### config.mk
export PLATFORM = sky130hd
export DESIGN_NAME = plru4_repl_sel
export DESIGN_NICKNAME = d
export VERILOG_FILES = /design/src/rtl/plru_pkg.sv /design/src/rtl/plru_rec_next.sv /design/src/rtl/plru_victim_pick.sv /design/src/rtl/plru_rec_store.sv /design/src/rtl/plru4_repl_sel.sv
export SDC_FILE = /design/constraint.sdc
export NUM_CORES = 1
export LEC_CHECK = 0
export BUFFER_PORTS_ARGS = -buffer_cell sky130_fd_sc_hd__buf_2
export CORE_MARGIN = 5
export CORE_UTILIZATION = 50
export CTS_CLUSTER_SIZE = 14
export DETAILED_ROUTE_END_ITERATION = 8
export PLACE_DENSITY = 0.64
export SLEW_MARGIN = 10
export SYNTH_ARGS = -nofsm -noshare
export SYNTH_HDL_FRONTEND = slang
export SYNTH_SLANG_ARGS = --single-unit
### constraint.sdc
create_clock -name clk -period 8.7 [get_ports clk]
set_input_delay 1.74 -clock clk [delete_from_list [all_inputs] [get_ports clk]]
set_output_delay 1.74 -clock clk [all_outputs]
set_load 0.05 [all_outputs]
### src/rtl/plru_pkg.sv
package plru_pkg;
    localparam int WAYS   = 4;
    localparam int PAIRS  = WAYS * (WAYS - 1) / 2;
    localparam int WAY_W  = $clog2(WAYS);

    typedef logic [PAIRS-1:0] plru_rec_t;
    typedef logic [WAY_W-1:0] way_t;

    // bit position of pair (lo, hi), lo < hi, enumerated lexicographically
    function automatic int pair_pos(input int lo, input int hi);
        int k;
        k = 0;
        for (int a = 0; a < WAYS; a++) begin
            for (int b = a + 1; b < WAYS; b++) begin
                if (a == lo && b == hi) return k;
                k++;
            end
        end
        return 0;
    endfunction
endpackage

### src/rtl/plru_rec_next.sv
module plru_rec_next
    import plru_pkg::*;
(
    input  plru_rec_t cur_rec,
    input  way_t      touch_way,
    output plru_rec_t nxt_rec
);
    always_comb begin
        nxt_rec = cur_rec;
        for (int a = 0; a < WAYS; a++) begin
            for (int b = a + 1; b < WAYS; b++) begin
                if (int'(touch_way) == a) nxt_rec[pair_pos(a, b)] = 1'b0;
                if (int'(touch_way) == b) nxt_rec[pair_pos(a, b)] = 1'b1;
            end
        end
    end
endmodule

### src/rtl/plru_victim_pick.sv
module plru_victim_pick
    import plru_pkg::*;
(
    input  plru_rec_t rec,
    input  logic      two_way,
    output way_t      victim
);
    logic [WAYS-1:0] oldest;

    always_comb begin
        for (int w = 0; w < WAYS; w++) begin
            oldest[w] = 1'b1;
            for (int v = 0; v < WAYS; v++) begin
                if (v > w && !rec[pair_pos(w, v)]) oldest[w] = 1'b0;
                if (v < w &&  rec[pair_pos(v, w)]) oldest[w] = 1'b0;
            end
        end
    end

    always_comb begin
        victim = way_t'(WAYS - 1);
        if (two_way) begin
            victim = rec[pair_pos(2, 3)] ? way_t'(2) : way_t'(3);
        end else begin
            for (int w = WAYS - 1; w >= 0; w--) begin
                if (oldest[w]) victim = way_t'(w);
            end
        end
    end
endmodule

### src/rtl/plru_rec_store.sv
module plru_rec_store
    import plru_pkg::*;
#(
    parameter int SETS  = 64,
    parameter int SET_W = $clog2(SETS)
) (
    input  logic             clk,
    input  logic             rst_n,
    input  logic             purge,
    input  logic             upd_go,
    input  logic [SET_W-1:0] upd_set,
    input  plru_rec_t        upd_rec,
    input  logic             sw_en,
    input  logic [SET_W-1:0] sw_set,
    input  plru_rec_t        sw_rec,
    input  logic [SET_W-1:0] rd_set,
    output plru_rec_t        rd_rec
);
    plru_rec_t rec_q [SETS];

    always_ff @(posedge clk or negedge rst_n) begin
        if (!rst_n) begin
            for (int s = 0; s < SETS; s++) rec_q[s] <= '0;
        end else if (purge) begin
            for (int s = 0; s < SETS; s++) rec_q[s] <= '0;
        end else begin
            for (int s = 0; s < SETS; s++) begin
                if (sw_en && int'(sw_set) == s)
                    rec_q[s] <= sw_rec;
                else if (upd_go && int'(upd_set) == s)
                    rec_q[s] <= upd_rec;
            end
        end
    end

    assign rd_rec = rec_q[rd_set];
endmodule

### src/rtl/plru4_repl_sel.sv
module plru4_repl_sel
    import plru_pkg::*;
#(
    parameter int SETS  = 64,
    parameter int SET_W = $clog2(SETS)
) (
    input  logic             clk,
    input  logic             rst_n,
    input  logic [SET_W-1:0] set_idx,
    input  logic             acc_inst,
    input  logic             inh_inst,
    input  logic             inh_data,
    input  logic             two_way,
    input  logic             upd_en,
    input  logic             upd_fill,
    input  logic [1:0]       upd_way,
    input  logic             purge,
    input  logic             sw_wr_en,
    input  logic [SET_W-1:0] sw_wr_set,
    input  logic [5:0]       sw_wr_data,
    output logic [1:0]       victim_way,
    output logic             fill_ok
);
    plru_rec_t cur_rec;
    plru_rec_t nxt_rec;
    logic      upd_go;

    assign fill_ok = acc_inst ? !inh_inst : !inh_data;
    assign upd_go  = upd_en && (!upd_fill || fill_ok);

    plru_rec_store #(.SETS(SETS), .SET_W(SET_W)) u_store (
        .clk     (clk),
        .rst_n   (rst_n),
        .purge   (purge),
        .upd_go  (upd_go),
        .upd_set (set_idx),
        .upd_rec (nxt_rec),
        .sw_en   (sw_wr_en),
        .sw_set  (sw_wr_set),
        .sw_rec  (sw_wr_data),
        .rd_set  (set_idx),
        .rd_rec  (cur_rec)
    );

    plru_rec_next u_next (
        .cur_rec   (cur_rec),
        .touch_way (upd_way),
        .nxt_rec   (nxt_rec)
    );

    plru_victim_pick u_pick (
        .rec     (cur_rec),
        .two_way (two_way),
        .victim  (victim_way)
    );
endmodule

==> impl_metrics.tcl, run 1 <==
set metrics [dict create \
    drive_gt1_share_pct 10.4 \
    largest_reg_flops 384 \
    fmax_mhz 139 \
    clockBufferDepth 3 \
    r2r_start "u_store.rec_q[313]$_DFFE_PN0P_" \
    htree_levels 2 \
    slew_violations 0 \
    tns_ns 0 \
    ys_seq_area_share_pct 41.6 \
    worstPathMaxFanout 63 \
    max_slew_margin_pct 11.3 \
    insertion_delay_ns 0.59 \
    io_buffers 32 \
    worst_path_max_delay_cell "buf_6" \
    first_pass_iters 5 \
    nNetsFinal 2584 \
    p_leak_nw 9.92 \
    dpl-instance-area_um2 23600 \
    grt_pass1_vias 21500 \
    vias_per_cell 7.23 \
    drc 0 \
    grt_overflow 0 \
    area_growth_pct 8.48 \
    start_kind "primary input" \
    die_area_um2 50600 \
    min_to "u_store.rec_q[111]$_DFFE_PN0P_" \
    top_register "u_store.rec_q" \
    finalSetupViolCount 0 \
    required_ns 6.96 \
    drt-wirelength-per-cell_um 29.5 \
    ys_warn_count 0 \
    die_h_um 225 \
    clock-sinks 384 \
    die_w_um 225 \
    cts_resized 0 \
    rsz0062_at_grt "false" \
    crit_path_end_kind "primary output" \
    gp_congestion 0.996 \
    core_area_um2 45600 \
    vdd_drop_max_v 0.000160 \
    io_pins 33 \
    cts_made_buffers 46 \
    timing.rr.end "u_store.rec_q[181]$_DFFE_PN0P_" \
    holdPathStages 2 \
    largestRegisters "u_store.rec_q: 384 flops" \
    rows 78 \
    syn_nets 2675 \
    start_util_pct 50.7 \
    final.min_clock_period_ns 7.22 \
    hold_path.startpoint "u_store.rec_q[111]$_DFFE_PN0P_" \
    final_cell_mix "422 x a21oi_1, 416 x nor2_1, 384 x dfrtp_1" \
    grt_pass1_wl_mm 139 \
    synthArstFlopShare_pct 100 \
    synthCells 2645 \
    power.density_nw_per_um2 166 \
    antenna_left 0 \
    ys_ff_latch 384 \
    dp_hpwl_mm 59.3 \
    fin_area_um2 25100 \
    finalClockSkew_ns 0.0179 \
    hold-worst-slack_ns 0.495 \
    syn_area_per_cell_um2 8.74 \
    r2r_slack_ns 4.71 \
    synth_edf_count 0 \
    syn_area_um2 23100 \
    ctsHoldBuffers 0 \
    rr_worst_depth 7 \
    final_common_cell "a21oi_1" \
    ys_types 55 \
    timing.final.crit_share_pct 83.0 \
    critical_path_arrival_ns 5.48 \
    grt_usage_pct 36.2 \
    antenna_found_initial 1 \
    holdCritPathClass "reg2reg" \
    crit_buf_inv 3 \
    status "completed" \
    vias 23100 \
    drv_cap 0 \
    ys.flop_type "dfrtp_1" \
    crit_chain "buf_6, buf_4, mux4_2, mux4_2, a22o_1, a21oi_1, a21oi_1, a32oi_1, buf_2" \
    tightest_slew_ns 1.33 \
    hold_viol_final 0 \
    cpPeakStageDelay_ns 0.63 \
    wirelength_mm 94.1 \
    crit_family "buffers and inverters" \
    drt_iter0_markers 3340 \
    cts_root_buf "clkbuf_16" \
    post_cts_buffers 0 \
    grt_max_degree 162 \
    cts_tree "built" \
    critPathKind "in2out" \
    path_clk_slew_ns 0.06 \
]
-- power by group --
group | switching (mW) | internal [mW] | total, mW | leakage (nW)
Combinational | 0.344 | 0.0756 | 0.420 | 3.81
Sequential | 0.00772 | 1.79 | 1.80 | 5.36
Clock | 0.799 | 1.15 | 1.95 | 0.746
Total | 1.15 | 3.02 | 4.17 | 9.92
-- tightest hold or removal path, cell delays in order, from the launching register on --
cell     delay, ns
dfrtp_1       0.34
a32oi_1       0.06
o31ai_1       0.06
-- worst max-delay path by stage --
stage	startpoint	to	slack, ns	cells after the start
final	set_idx[0]	victim_way[0]	1.48	9
after global routing	set_idx[0]	victim_way[1]	1.38	8
after CTS	set_idx[0]	victim_way[0]	1.58	9
after detailed placement	set_idx[0]	victim_way[0]	1.59	9
after global placement	set_idx[0]	victim_way[0]	1.59	9
after floorplan	set_idx[1]	victim_way[0]	2.26	10
-- through the flow --
| stage | power, mW | std cells | utilization, % | setup slack (ns) |
|---|---|---|---|---|
| after floorplan | 2.06 | 2645 | - | 2.26 |
| after global placement | 2.23 | 3106 | 51.7 | 1.59 |
| after detailed placement | 2.24 | 3106 | 51.7 | 1.59 |
| after CTS | 4.17 | 3188 | 55.0 | 1.58 |
| after global routing | 4.28 | 3188 | 55.0 | 1.38 |
| final | 4.17 | 3189 | 55.0 | 1.48 |
-- cell type report --
cell class,count,area (um^2)
Antenna cell,1,2.50
Clock buffer,68,1380
Clock inverter,14,126
Fill cell,4065,20500
Inverter,8,30.0
Multi-Input combinational cell,2041,12600
Sequential cell,384,9610
Tap cell,600,751
Timing Repair Buffer,73,527
-- cell usage after synthesis, types with 2 or more instances --
| library cell | instances | area (um^2) |
|---|---|---|
| a2111oi_1 | 2 | 20.0 |
| a211oi_1 | 131 | 983 |
| a21o_1 | 2 | 15.0 |
| a21oi_1 | 422 | 2110 |
| a221oi_1 | 4 | 35.0 |
| a22o_1 | 11 | 96.3 |
| a22oi_1 | 82 | 616 |
| a311oi_1 | 2 | 17.5 |
| a32oi_1 | 65 | 569 |
| a41oi_1 | 2 | 17.5 |
| and2_1 | 35 | 219 |
| and3_1 | 4 | 25.0 |
| and3b_1 | 2 | 17.5 |
| buf_1 | 16 | 60.1 |
| buf_2 | 32 | 160 |
| buf_4 | 3 | 22.5 |
| buf_6 | 8 | 90.1 |
| clkbuf_1 | 152 | 571 |
| dfrtp_1 | 384 | 9610 |
| inv_1 | 8 | 30.0 |
| mux2_2 | 5 | 56.3 |
| mux2i_1 | 9 | 90.1 |
| mux4_2 | 95 | 2140 |
| nand2_1 | 339 | 1270 |
| nand2b_1 | 12 | 75.1 |
| nand3_1 | 3 | 15.0 |
| nand3b_1 | 2 | 15.0 |
| nand4_1 | 6 | 37.5 |
| nand4b_1 | 4 | 35.0 |
| nand4bb_1 | 6 | 67.6 |
| nor2_1 | 417 | 1570 |
| nor2b_1 | 40 | 250 |
| nor3_1 | 15 | 75.1 |
| nor3b_1 | 2 | 15.0 |
| nor4_1 | 3 | 18.8 |
| o2111ai_1 | 2 | 17.5 |
| o21ai_0 | 133 | 666 |
| o22ai_1 | 35 | 219 |
| o31ai_1 | 128 | 961 |
| or2_2 | 3 | 18.8 |
| or4_1 | 2 | 15.0 |
| or4b_2 | 4 | 40.0 |
-- routing by layer --
layer	global-route usage, %	vias to the layer above	part of all wire, %
met2	51.9	1724	42
met5	0	-	0.012
met3	10.4	392	13
met1	49.8	11300	38
li1	-	9646	-
met4	19.6	2	6.4
-- logic make-up (layout without fill, tap and decap cells) --
group                  after synthesis  count (layout)  synth area share (%)
AO/OA/AOI/OAI                     1032            1032                  28.0
buffers and inverters              220             163                  4.10
flip-flops                         384             384                  41.6
multiplexers                       109             109                  9.89
other                                0               1                     0
AND/OR/NAND/NOR                    900             900                  16.4
Note: power is estimated with default switching activity, not from simulation.
==> run 2: changes to the inputs <==
--- a/config.mk
+++ b/config.mk
@@ -10,7 +10,7 @@
 export CORE_UTILIZATION = 50
 export CTS_CLUSTER_SIZE = 14
 export DETAILED_ROUTE_END_ITERATION = 8
-export PLACE_DENSITY = 0.64
+export PLACE_DENSITY = 0.66
 export SLEW_MARGIN = 10
 export SYNTH_ARGS = -nofsm -noshare
 export SYNTH_HDL_FRONTEND = slang
==> constraint.sdc (replaced) <==
create_clock -name clk -period 6.2 [get_ports clk]
set_input_delay 1.24 -clock clk [delete_from_list [all_inputs] [get_ports clk]]
set_output_delay 1.24 -clock clk [all_outputs]
set_load 0.05 [all_outputs]
==> run 2 against run 1 <==
Against the previous run: the run now ends with max-capacitance violations, max-slew violations left; power grew 43%; final area grew 0.78%; hold slack lost 0.0037 ns; die area is the same; setup slack lost 0.90 ns; critical path depth is the same; critical path type unchanged; critical endpoint unchanged; largest cell class unchanged; highest routed layer unchanged.
==> impl_metrics.tcl, run 2 (synthesis gave the netlist of run 1 again) <==
set metrics [dict create \
    grtUsageMet3_pct 12.0 \
    cts_made_buffers 45 \
    first_pass_iters 6 \
    r2r_start "u_store.rec_q[127]$_DFFE_PN0P_" \
    grt_pass1_vias 21800 \
    finalPower_mw 5.97 \
    area_growth_pct 9.33 \
    finalSetupViolCount 0 \
    clockBufferDepth 3 \
    gp_congestion 0.995 \
    grt_usage_pct 37.4 \
    power.density_nw_per_um2 236 \
    vdd_drop_max_v 0.000208 \
    post_cts_buffers 0 \
    cts_tree "built" \
    hold-worst-slack_ns 0.491 \
    clock-sinks 384 \
    hold_path.startpoint "u_store.rec_q[81]$_DFFE_PN0P_" \
    wirelength_mm 97.5 \
    start_util_pct 50.7 \
    drc 0 \
    start_kind "primary input" \
    hold_viol_final 0 \
    nNetsFinal 2599 \
    ctsHoldBuffers 0 \
    io_pins 33 \
    fin_area_um2 25300 \
    rr_worst_depth 7 \
    finalClockSkew_ns 0.0231 \
    required_ns 4.96 \
    final_common_cell "a21oi_1" \
    drv_cap 1 \
    holdCritPathClass "reg2reg" \
    violations "max-capacitance violations, max-slew violations" \
    die_h_um 225 \
    status "complete, but fails checks" \
    busiest_layer "met2" \
    cts_root_buf "clkbuf_16" \
    dpl.cell_count 3122 \
    slew_violations 5 \
    tns_ns 0 \
    vias 23400 \
    p_leak_nw 10.0 \
    antenna_found_initial 9 \
    use_met2_pct 53.4 \
    holdPathStages 2 \
    max_slew_margin_pct -5.80 \
    timing.final.crit_share_pct 90.7 \
    fin_cells 3205 \
    fmax_mhz 178 \
    timing.rr.end "u_store.rec_q[1]$_DFFE_PN0P_" \
    grt_overflow 0 \
    path_clk_slew_ns 0.06 \
    die_area_um2 50600 \
    grtUsageMet1_pct 51.1 \
    htree_levels 2 \
    drt-wirelength-per-cell_um 30.4 \
    dpl-instance-area_um2 23700 \
    grt_pass1_wl_mm 143 \
    top_register "u_store.rec_q" \
    vias_per_cell 7.31 \
    io_buffers 32 \
    grt_max_degree 149 \
    die_w_um 225 \
    dp_hpwl_mm 62.5 \
    rsz0062_at_grt "false" \
    core_area_um2 45600 \
    largest_reg_flops 384 \
    worstPathMaxFanout 46 \
    rows 78 \
    r2r_slack_ns 2.82 \
    tightest_slew_ns 1.57 \
    largestRegisters "u_store.rec_q: 384 flops" \
    crit_path_end_kind "primary output" \
    final_cell_mix "422 x a21oi_1, 416 x nor2_1, 384 x dfrtp_1" \
    min_to "u_store.rec_q[81]$_DFFE_PN0P_" \
    insertion_delay_ns 0.60 \
    critical_path_arrival_ns 4.38 \
    critPathKind "in2out" \
    antenna_left 0 \
    drt_iter0_markers 3657 \
    drive_gt1_share_pct 11.0 \
    cts_resized 0 \
    final.min_clock_period_ns 5.62 \
]
## run 2: cell count changes in the layout (fill, tap and decap cells not counted)
cell	change
nor3_2	+1
clkbuf_1	-1
buf_4	+14
nor3_1	-1
bufinv_16	+2
clkbuf_8	+4
clkinv_2	-3
buf_12	+2
clkbuf_16	-2
## run 2: how the worst max path moves through the flow
stage	start	to	slack [ns]	cells past startpoint
finish	set_idx[1]	victim_way[0]	0.58	9
global route	set_idx[0]	victim_way[0]	0.49	9
CTS	set_idx[0]	victim_way[0]	0.57	9
detailed placement	set_idx[0]	victim_way[0]	0.57	9
global placement	set_idx[0]	victim_way[0]	0.60	9
floorplan	set_idx[1]	victim_way[0]	0.76	10
## run 2: stage by stage
stage               utilization (%)  worst slack (ns)
floorplan                         -             0.757
global placement               52.0             0.600
detailed placement             52.0             0.565
CTS                            55.4             0.571
global route                   55.4             0.494
finish                         55.4             0.579
## run 2: where the power goes
group	total, mW	switching, mW	leakage, nW	internal, mW
combinational	0.601	0.485	3.90	0.116
clock	2.84	1.15	0.766	1.69
sequential	2.53	0.0121	5.36	2.52
total	5.97	1.65	10.0	4.33
## run 2: cell type report
cell class              instances  area [um^2]
repair buffers                 89          672
clock buffers                  69         1380
fillers                      4059        20300
diodes                          1         2.50
inverters                       8         30.0
flip-flops and latches        384         9610
well taps                     600          751
multi-input cells            2041        12600
clock inverters                13          171
## run 2: per-layer routing
metal,part of all wire (%),routed length [um]
met5,0.079,77
met1,37,36100
met3,14,14100
met2,42,41200
met4,6.2,6080
## run 2: critical path: stages
cell,delay [ns]
buf_4,0.56
buf_4,0.41
mux4_2,0.35
mux4_2,0.51
mux2_2,0.29
a21oi_1,0.19
a21oi_1,0.08
a32oi_1,0.34
buf_2,0.34
